==> config.mk <==
export PLATFORM = sky130hd
export DESIGN_NAME = sio_irq_vector
export DESIGN_NICKNAME = d
export VERILOG_FILES = /design/src/rtl/sio_irq_pkg.sv /design/src/rtl/sio_irq_step.sv /design/src/rtl/sio_irq_merge.sv /design/src/rtl/sio_irq_vector.sv
export SDC_FILE = /design/constraint.sdc
export NUM_CORES = 1
export LEC_CHECK = 0
export ABC_AREA = 1
export CAP_MARGIN = 10
export CORE_ASPECT_RATIO = 1.25
export CORE_MARGIN = 3
export CORE_UTILIZATION = 50
export CTS_BUF_LIST = sky130_fd_sc_hd__clkbuf_4
export CTS_CLUSTER_DIAMETER = 30
export DETAILED_ROUTE_END_ITERATION = 8
export DONT_BUFFER_PORTS = 1
export GPL_ROUTABILITY_DRIVEN = 0
export PLACE_DENSITY_LB_ADDON = 0.15
export SLEW_MARGIN = 40
export SYNTH_ARGS = -nofsm -noshare
export SYNTH_HDL_FRONTEND = slang
export SYNTH_HIERARCHICAL = 1
export SYNTH_SLANG_ARGS = --single-unit
==> constraint.sdc <==
create_clock -name clk -period 1.5 [get_ports clk]
set_input_delay 0.3 -clock clk [delete_from_list [all_inputs] [get_ports clk]]
set_output_delay 0.3 -clock clk [all_outputs]
set_load 0.01 [all_outputs]
==> src/rtl/sio_irq_pkg.sv <==
package sio_irq_pkg;

  localparam int NCH    = 2;
  localparam int PEND_W = 6;
  localparam int VEC_W  = 8;
  localparam int MODE_W = 2;

  typedef struct packed {
    logic rx_pend;
    logic tx_pend;
    logic rx_svc;
    logic tx_svc;
  } chan_st_t;

  typedef struct packed {
    logic rx;
    logic rd;
    logic wr;
    logic clr_tx;
    logic rst_ius;
  } chan_ev_t;

  typedef struct packed {
    chan_st_t          st;
    logic [PEND_W-1:0] pend;
    logic [VEC_W-1:0]  vec;
  } step_t;

  typedef enum logic [1:0] {SRC_NONE, SRC_RX, SRC_TX} src_e;

  function automatic logic [VEC_W-1:0] vec_code(src_e src, logic chan_b, logic hi);
    logic [VEC_W-1:0] c;
    unique case (src)
      SRC_RX:  c = chan_b ? (hi ? 8'h20 : 8'h04) : (hi ? 8'h30 : 8'h0C);
      SRC_TX:  c = chan_b ? 8'h00 : (hi ? 8'h10 : 8'h08);
      default: c = hi ? 8'h60 : 8'h06;
    endcase
    return c;
  endfunction

  function automatic int rx_bit(logic chan_b);
    return chan_b ? 2 : 5;
  endfunction

  function automatic int tx_bit(logic chan_b);
    return chan_b ? 1 : 4;
  endfunction

  function automatic step_t raise_rx(step_t s, logic chan_b, logic hi);
    step_t r = s;
    r.st.rx_pend = 1'b1;
    r.st.rx_svc  = 1'b1;
    r.pend[rx_bit(chan_b)] = 1'b1;
    r.vec = vec_code(SRC_RX, chan_b, hi);
    return r;
  endfunction

  function automatic step_t raise_tx(step_t s, logic chan_b, logic ie, logic hi);
    step_t r = s;
    r.st.tx_pend = 1'b1;
    if (!r.st.rx_svc) begin
      r.st.tx_svc = 1'b1;
      if (ie) r.pend[tx_bit(chan_b)] = 1'b1;
      r.vec = vec_code(SRC_TX, chan_b, hi);
    end
    return r;
  endfunction

  function automatic step_t drop_rx(step_t s, logic chan_b, logic ie, logic hi);
    step_t r = s;
    r.st.rx_pend = 1'b0;
    r.st.rx_svc  = 1'b0;
    r.pend[rx_bit(chan_b)] = 1'b0;
    r.vec = vec_code(SRC_NONE, chan_b, hi);
    if (r.st.tx_pend) r = raise_tx(r, chan_b, ie, hi);
    return r;
  endfunction

  function automatic step_t drop_tx(step_t s, logic chan_b, logic hi);
    step_t r = s;
    r.st.tx_pend = 1'b0;
    r.st.tx_svc  = 1'b0;
    r.pend[tx_bit(chan_b)] = 1'b0;
    r.vec = vec_code(SRC_NONE, chan_b, hi);
    if (r.st.rx_pend) r = raise_rx(r, chan_b, hi);
    return r;
  endfunction

  function automatic step_t pop_svc(step_t s, logic chan_b, logic ie, logic hi);
    step_t r = s;
    if (r.st.rx_svc) begin
      r.st.rx_svc = 1'b0;
      if (r.st.tx_pend) r = raise_tx(r, chan_b, ie, hi);
    end else if (r.st.tx_svc) begin
      r.st.tx_svc = 1'b0;
    end
    return r;
  endfunction

endpackage

==> src/rtl/sio_irq_step.sv <==
module sio_irq_step
  import sio_irq_pkg::*;
#(
  parameter bit CHAN_B = 1'b0
) (
  input  chan_st_t          st_i,
  input  chan_ev_t          ev,
  input  logic              tx_ie,
  input  logic              hi,
  input  logic [PEND_W-1:0] pend_i,
  input  logic [VEC_W-1:0]  vec_i,
  output chan_st_t          st_o,
  output logic [PEND_W-1:0] pend_o,
  output logic [VEC_W-1:0]  vec_o
);

  step_t s;

  // Fixed application order: receive, read, write, clear-tx, reset-in-service.
  always_comb begin
    s = '{st: st_i, pend: pend_i, vec: vec_i};
    if (ev.rx)      s = raise_rx(s, CHAN_B, hi);
    if (ev.rd)      s = drop_rx(s, CHAN_B, tx_ie, hi);
    if (ev.wr)      s = raise_tx(s, CHAN_B, tx_ie, hi);
    if (ev.clr_tx)  s = drop_tx(s, CHAN_B, hi);
    if (ev.rst_ius) s = pop_svc(s, CHAN_B, tx_ie, hi);
  end

  assign st_o   = s.st;
  assign pend_o = s.pend;
  assign vec_o  = s.vec;

endmodule

==> src/rtl/sio_irq_merge.sv <==
module sio_irq_merge
  import sio_irq_pkg::*;
(
  input  chan_st_t [NCH-1:0]        st,
  input  logic [NCH-1:0]            tx_ie,
  input  logic [NCH*MODE_W-1:0]     rx_mode,
  input  logic [NCH-1:0]            brk_ie,
  input  logic [NCH-1:0]            brk_stat,
  output logic                      irq
);

  logic [NCH-1:0] chan_req;

  for (genvar g = 0; g < NCH; g++) begin : g_term
    logic [MODE_W-1:0] mode;
    logic              rx_on;
    assign mode  = rx_mode[g*MODE_W +: MODE_W];
    assign rx_on = (mode == 2'b01) || (mode == 2'b10);
    assign chan_req[g] = (tx_ie[g] & st[g].tx_pend)
                       | (rx_on & st[g].rx_pend)
                       | (brk_ie[g] & brk_stat[g]);
  end

  assign irq = |chan_req;

endmodule

==> src/rtl/sio_irq_vector.sv <==
module sio_irq_vector
  import sio_irq_pkg::*;
(
  input  logic        clk,
  input  logic        rst_n,
  input  logic [1:0]  rx_evt,
  input  logic [1:0]  rd_evt,
  input  logic [1:0]  wr_evt,
  input  logic [1:0]  clr_tx_cmd,
  input  logic [1:0]  rst_ius_cmd,
  input  logic [1:0]  tx_ie,
  input  logic [3:0]  rx_mode,
  input  logic [1:0]  brk_ie,
  input  logic [1:0]  brk_stat,
  input  logic [1:0]  stat_hi,
  output logic        irq,
  output logic [5:0]  pend_reg,
  output logic [7:0]  vec_reg
);

  chan_st_t [NCH-1:0] st_q, st_d;
  logic [PEND_W-1:0]  pend_q;
  logic [VEC_W-1:0]   vec_q;

  // Shared registers thread through the channels, A first, then B.
  logic [PEND_W-1:0]  pend_chain [NCH+1];
  logic [VEC_W-1:0]   vec_chain  [NCH+1];

  assign pend_chain[0] = pend_q;
  assign vec_chain[0]  = vec_q;

  for (genvar g = 0; g < NCH; g++) begin : g_chan
    chan_ev_t ev;
    assign ev = '{rx: rx_evt[g], rd: rd_evt[g], wr: wr_evt[g],
                  clr_tx: clr_tx_cmd[g], rst_ius: rst_ius_cmd[g]};
    sio_irq_step #(.CHAN_B(g == 1)) u_step (
      .st_i   (st_q[g]),
      .ev     (ev),
      .tx_ie  (tx_ie[g]),
      .hi     (stat_hi[g]),
      .pend_i (pend_chain[g]),
      .vec_i  (vec_chain[g]),
      .st_o   (st_d[g]),
      .pend_o (pend_chain[g+1]),
      .vec_o  (vec_chain[g+1])
    );
  end

  always_ff @(posedge clk) begin
    if (!rst_n) begin
      st_q   <= '0;
      pend_q <= '0;
      vec_q  <= '0;
    end else begin
      st_q   <= st_d;
      pend_q <= pend_chain[NCH];
      vec_q  <= vec_chain[NCH];
    end
  end

  sio_irq_merge u_merge (
    .st       (st_q),
    .tx_ie    (tx_ie),
    .rx_mode  (rx_mode),
    .brk_ie   (brk_ie),
    .brk_stat (brk_stat),
    .irq      (irq)
  );

  assign pend_reg = pend_q;
  assign vec_reg  = vec_q;

endmodule

==> flow_summary.ini <==
[clock_tree]
cts_tree = built
cts_made_buffers = 3
root_buffer = clkbuf_4
clock_path_buffers = 2
worstSkewPairLatency_ns = 0.29
clock-sinks = 20
hold_buffers = 0
cts_setup_buffers = 0
cts_max_level = 1
path_clk_slew_ns = 0.11

[power]
clkPwrFrac_pct = 23.5
p_sw_share_pct = 30.20
power.switching_uw = 319.3
p_comb_share_pct = 22.3
p_int_uw = 737.9
cellLeakagePower_nw = 0.9199
peakVddDrop_mv = 0.4154
p_per_area_nw_per_um2 = 698.3
seqPwrFrac_pct = 54.3

[timing]
finalMaxSlewViolations = 0
period_share_pct = 93.89
max_slew_margin_pct = 85.50
setup_ws_ns = 0.09169
setup-tns-final_ns = 0
rsz0062_at_grt = true
final_hold_viol_count = 0
finClkSkew_ns = 0.003132
worst_pin_slew_ns = 0.2166
fin_crit_ns = 1.408
finalSetupViolCount = 0
max_clock_freq_ghz = 0.7101

[worst_hold_path]
min_to = pend_reg[5]$_SDFF_PN0_
min_from = rst_n
hold_depth = 2
min_path_type = primary input to flip-flop

[worst_setup_path]
cp_max_fo = 4
ff2ff_path_depth = 14
crit_required_ns = 1.20
reg2reg_to = vec_reg[2]$_SDFF_PN0_
path_cells = buf_4 > nand2_1 > nand2_1 > nor2_1 > nand3_1
path_class = flip-flop to output pin
path_buf_inv = 1
max_stage_delay_ns = 0.35
critical_path_arrival_ns = 1.11
path_delay_family = flip-flops
end_kind = output pin
crit_slowest_cell = dfxtp_1
regToRegStartpoint = st_q[1]$_SDFF_PN0_
ff2ff_setup_slack_ns = 0.11
path_common_cell = nand2_1
startpoint_type = flip-flop

[global_routing]
grt_max_degree = 21
first_global_vias = 1247
grt_overflow = 0
antenna_found_initial = 0
grtUsageTotal_pct = 16.77
grt_first_pass_wirelength_microns = 5168

[routing]
drtAntennaViolNets = 0
via_per_inst = 4.749
vias = 1344
drc = 0
wl_met1_microns = 1351
wl_per_cell_microns = 11.06
route.met2.wl_microns = 1599
top_layer = met4
dr_wl_met3_microns = 161
dr.pass1.iters = 4
wirelength_microns = 3131
dr.first_iter.drc_count = 55

[layout]
drive_above_1_share_pct = 17.81
final_cell_count_no_fill = 283
nets = 273
diodes = 0
final_cell_area_sq_um = 1514
final_util_pct = 50.93
ff_latch_area_sq_um = 401.6
largest_reg_flops = 8
multi_input_area_sq_um = 819.5
fill_cells = 318
area_delta_synth_final_pct = -4.348

[floorplan]
chipWidth_microns = 56.33
core_area_sq_um = 2973
ioPinCount = 39
die_area_sq_um = 3881
initial_core_util_pct = 53.24
die_h_microns = 68.91
rows = 22

[synth]
mappedNetlistArea_sq_um = 1583
yosys_warnings = 6
syn_area_per_cell_sq_um = 5.950
syn_nets = 290
syn-instance-count = 266

[placed_design]
dp_hpwl_microns = 2507
place_inst = 280
pre_cts_slack_ns = -0.009390
dpl_cell_area_sq_um = 1455
port_buffers = 0

[run]
cap_violations = 0

[status]
outcome = complete, no violations
## layout by cell type, fill, tap and decap left out, drive strengths merged
cell	count
clkbuf	3
nor2	26
buf	3
a21oi	8
nand3	20
nand3b	1
a31oi	1
o21ai	12
dfxtp	20
inv	54
nand2	98
and3	1
## worst register-to-register path: cells and delay by family, from the launching register on
family                 cells  cell delay (ns)
buffers and inverters      2             0.06
AND/OR/NAND/NOR           10             0.62
flip-flops                 1             0.35
AO/OA/AOI/OAI              2             0.29
## per-stage QoR
stage / total power [mW] / hold slack [ns]
floorplan: 0.8093 / 0.3935
global placement: 0.8088 / 0.3975
detailed placement: 0.8088 / 0.4005
CTS: 1.070 / 0.07811
global route: 1.135 / 0.07108
finish: 1.057 / 0.09754
## power by group through the flow
stage | clock network [mW] | logic (mW) | registers (mW)
2_1_floorplan | 0 | 0.235 | 0.574
3_5_place_dp | 0 | 0.223 | 0.586
4_1_cts | 0.271 | 0.224 | 0.574
3_3_place_gp | 0 | 0.223 | 0.586
6_report | 0.248 | 0.235 | 0.574
5_1_grt | 0.290 | 0.269 | 0.577
## repair_timing
action / CTS / global route
cloned: 0 / 0
pin swaps: 0 / 4
endpoints found under the setup margin: 1 / 2
gates resized for setup: 1 / 12
## how the worst max path moves through the flow
stage,slack [ns],startpoint,depth (start not counted),end
after floorplan,0.15,rd_evt[0],13,vec_reg[1]$_SDFF_PN0_
after global placement,0.004,rd_evt[0],13,vec_reg[1]$_SDFF_PN0_
after detailed placement,-0.009,rd_evt[0],13,vec_reg[1]$_SDFF_PN0_
after CTS,0.02,st_q[1]$_SDFF_PN0_,12,vec_reg[1]$_SDFF_PN0_
after global routing,-0.03,st_q[1]$_SDFF_PN0_,12,vec_reg[1]$_SDFF_PN0_
final,0.09,st_q[2]$_SDFF_PN0_,5,irq
## per-layer routing
metal | vias to the layer above | track usage, %
met3 | 2 | 4.283
li1 | 734 | -
met2 | 24 | 32.89
met4 | 0 | 5.341
met5 | - | 0
met1 | 584 | 17.55
## layout make-up
| cell class | instances | share of cell area [%] |
|---|---|---|
| multi-input combinational | 167 | 54.13 |
| sequential | 20 | 26.53 |
| inverter | 54 | 13.39 |
| tap | 36 | 2.975 |
| clock buffer | 3 | 1.488 |
| timing repair buffer | 3 | 1.488 |
Note: power is estimated with default switching activity, not from simulation.
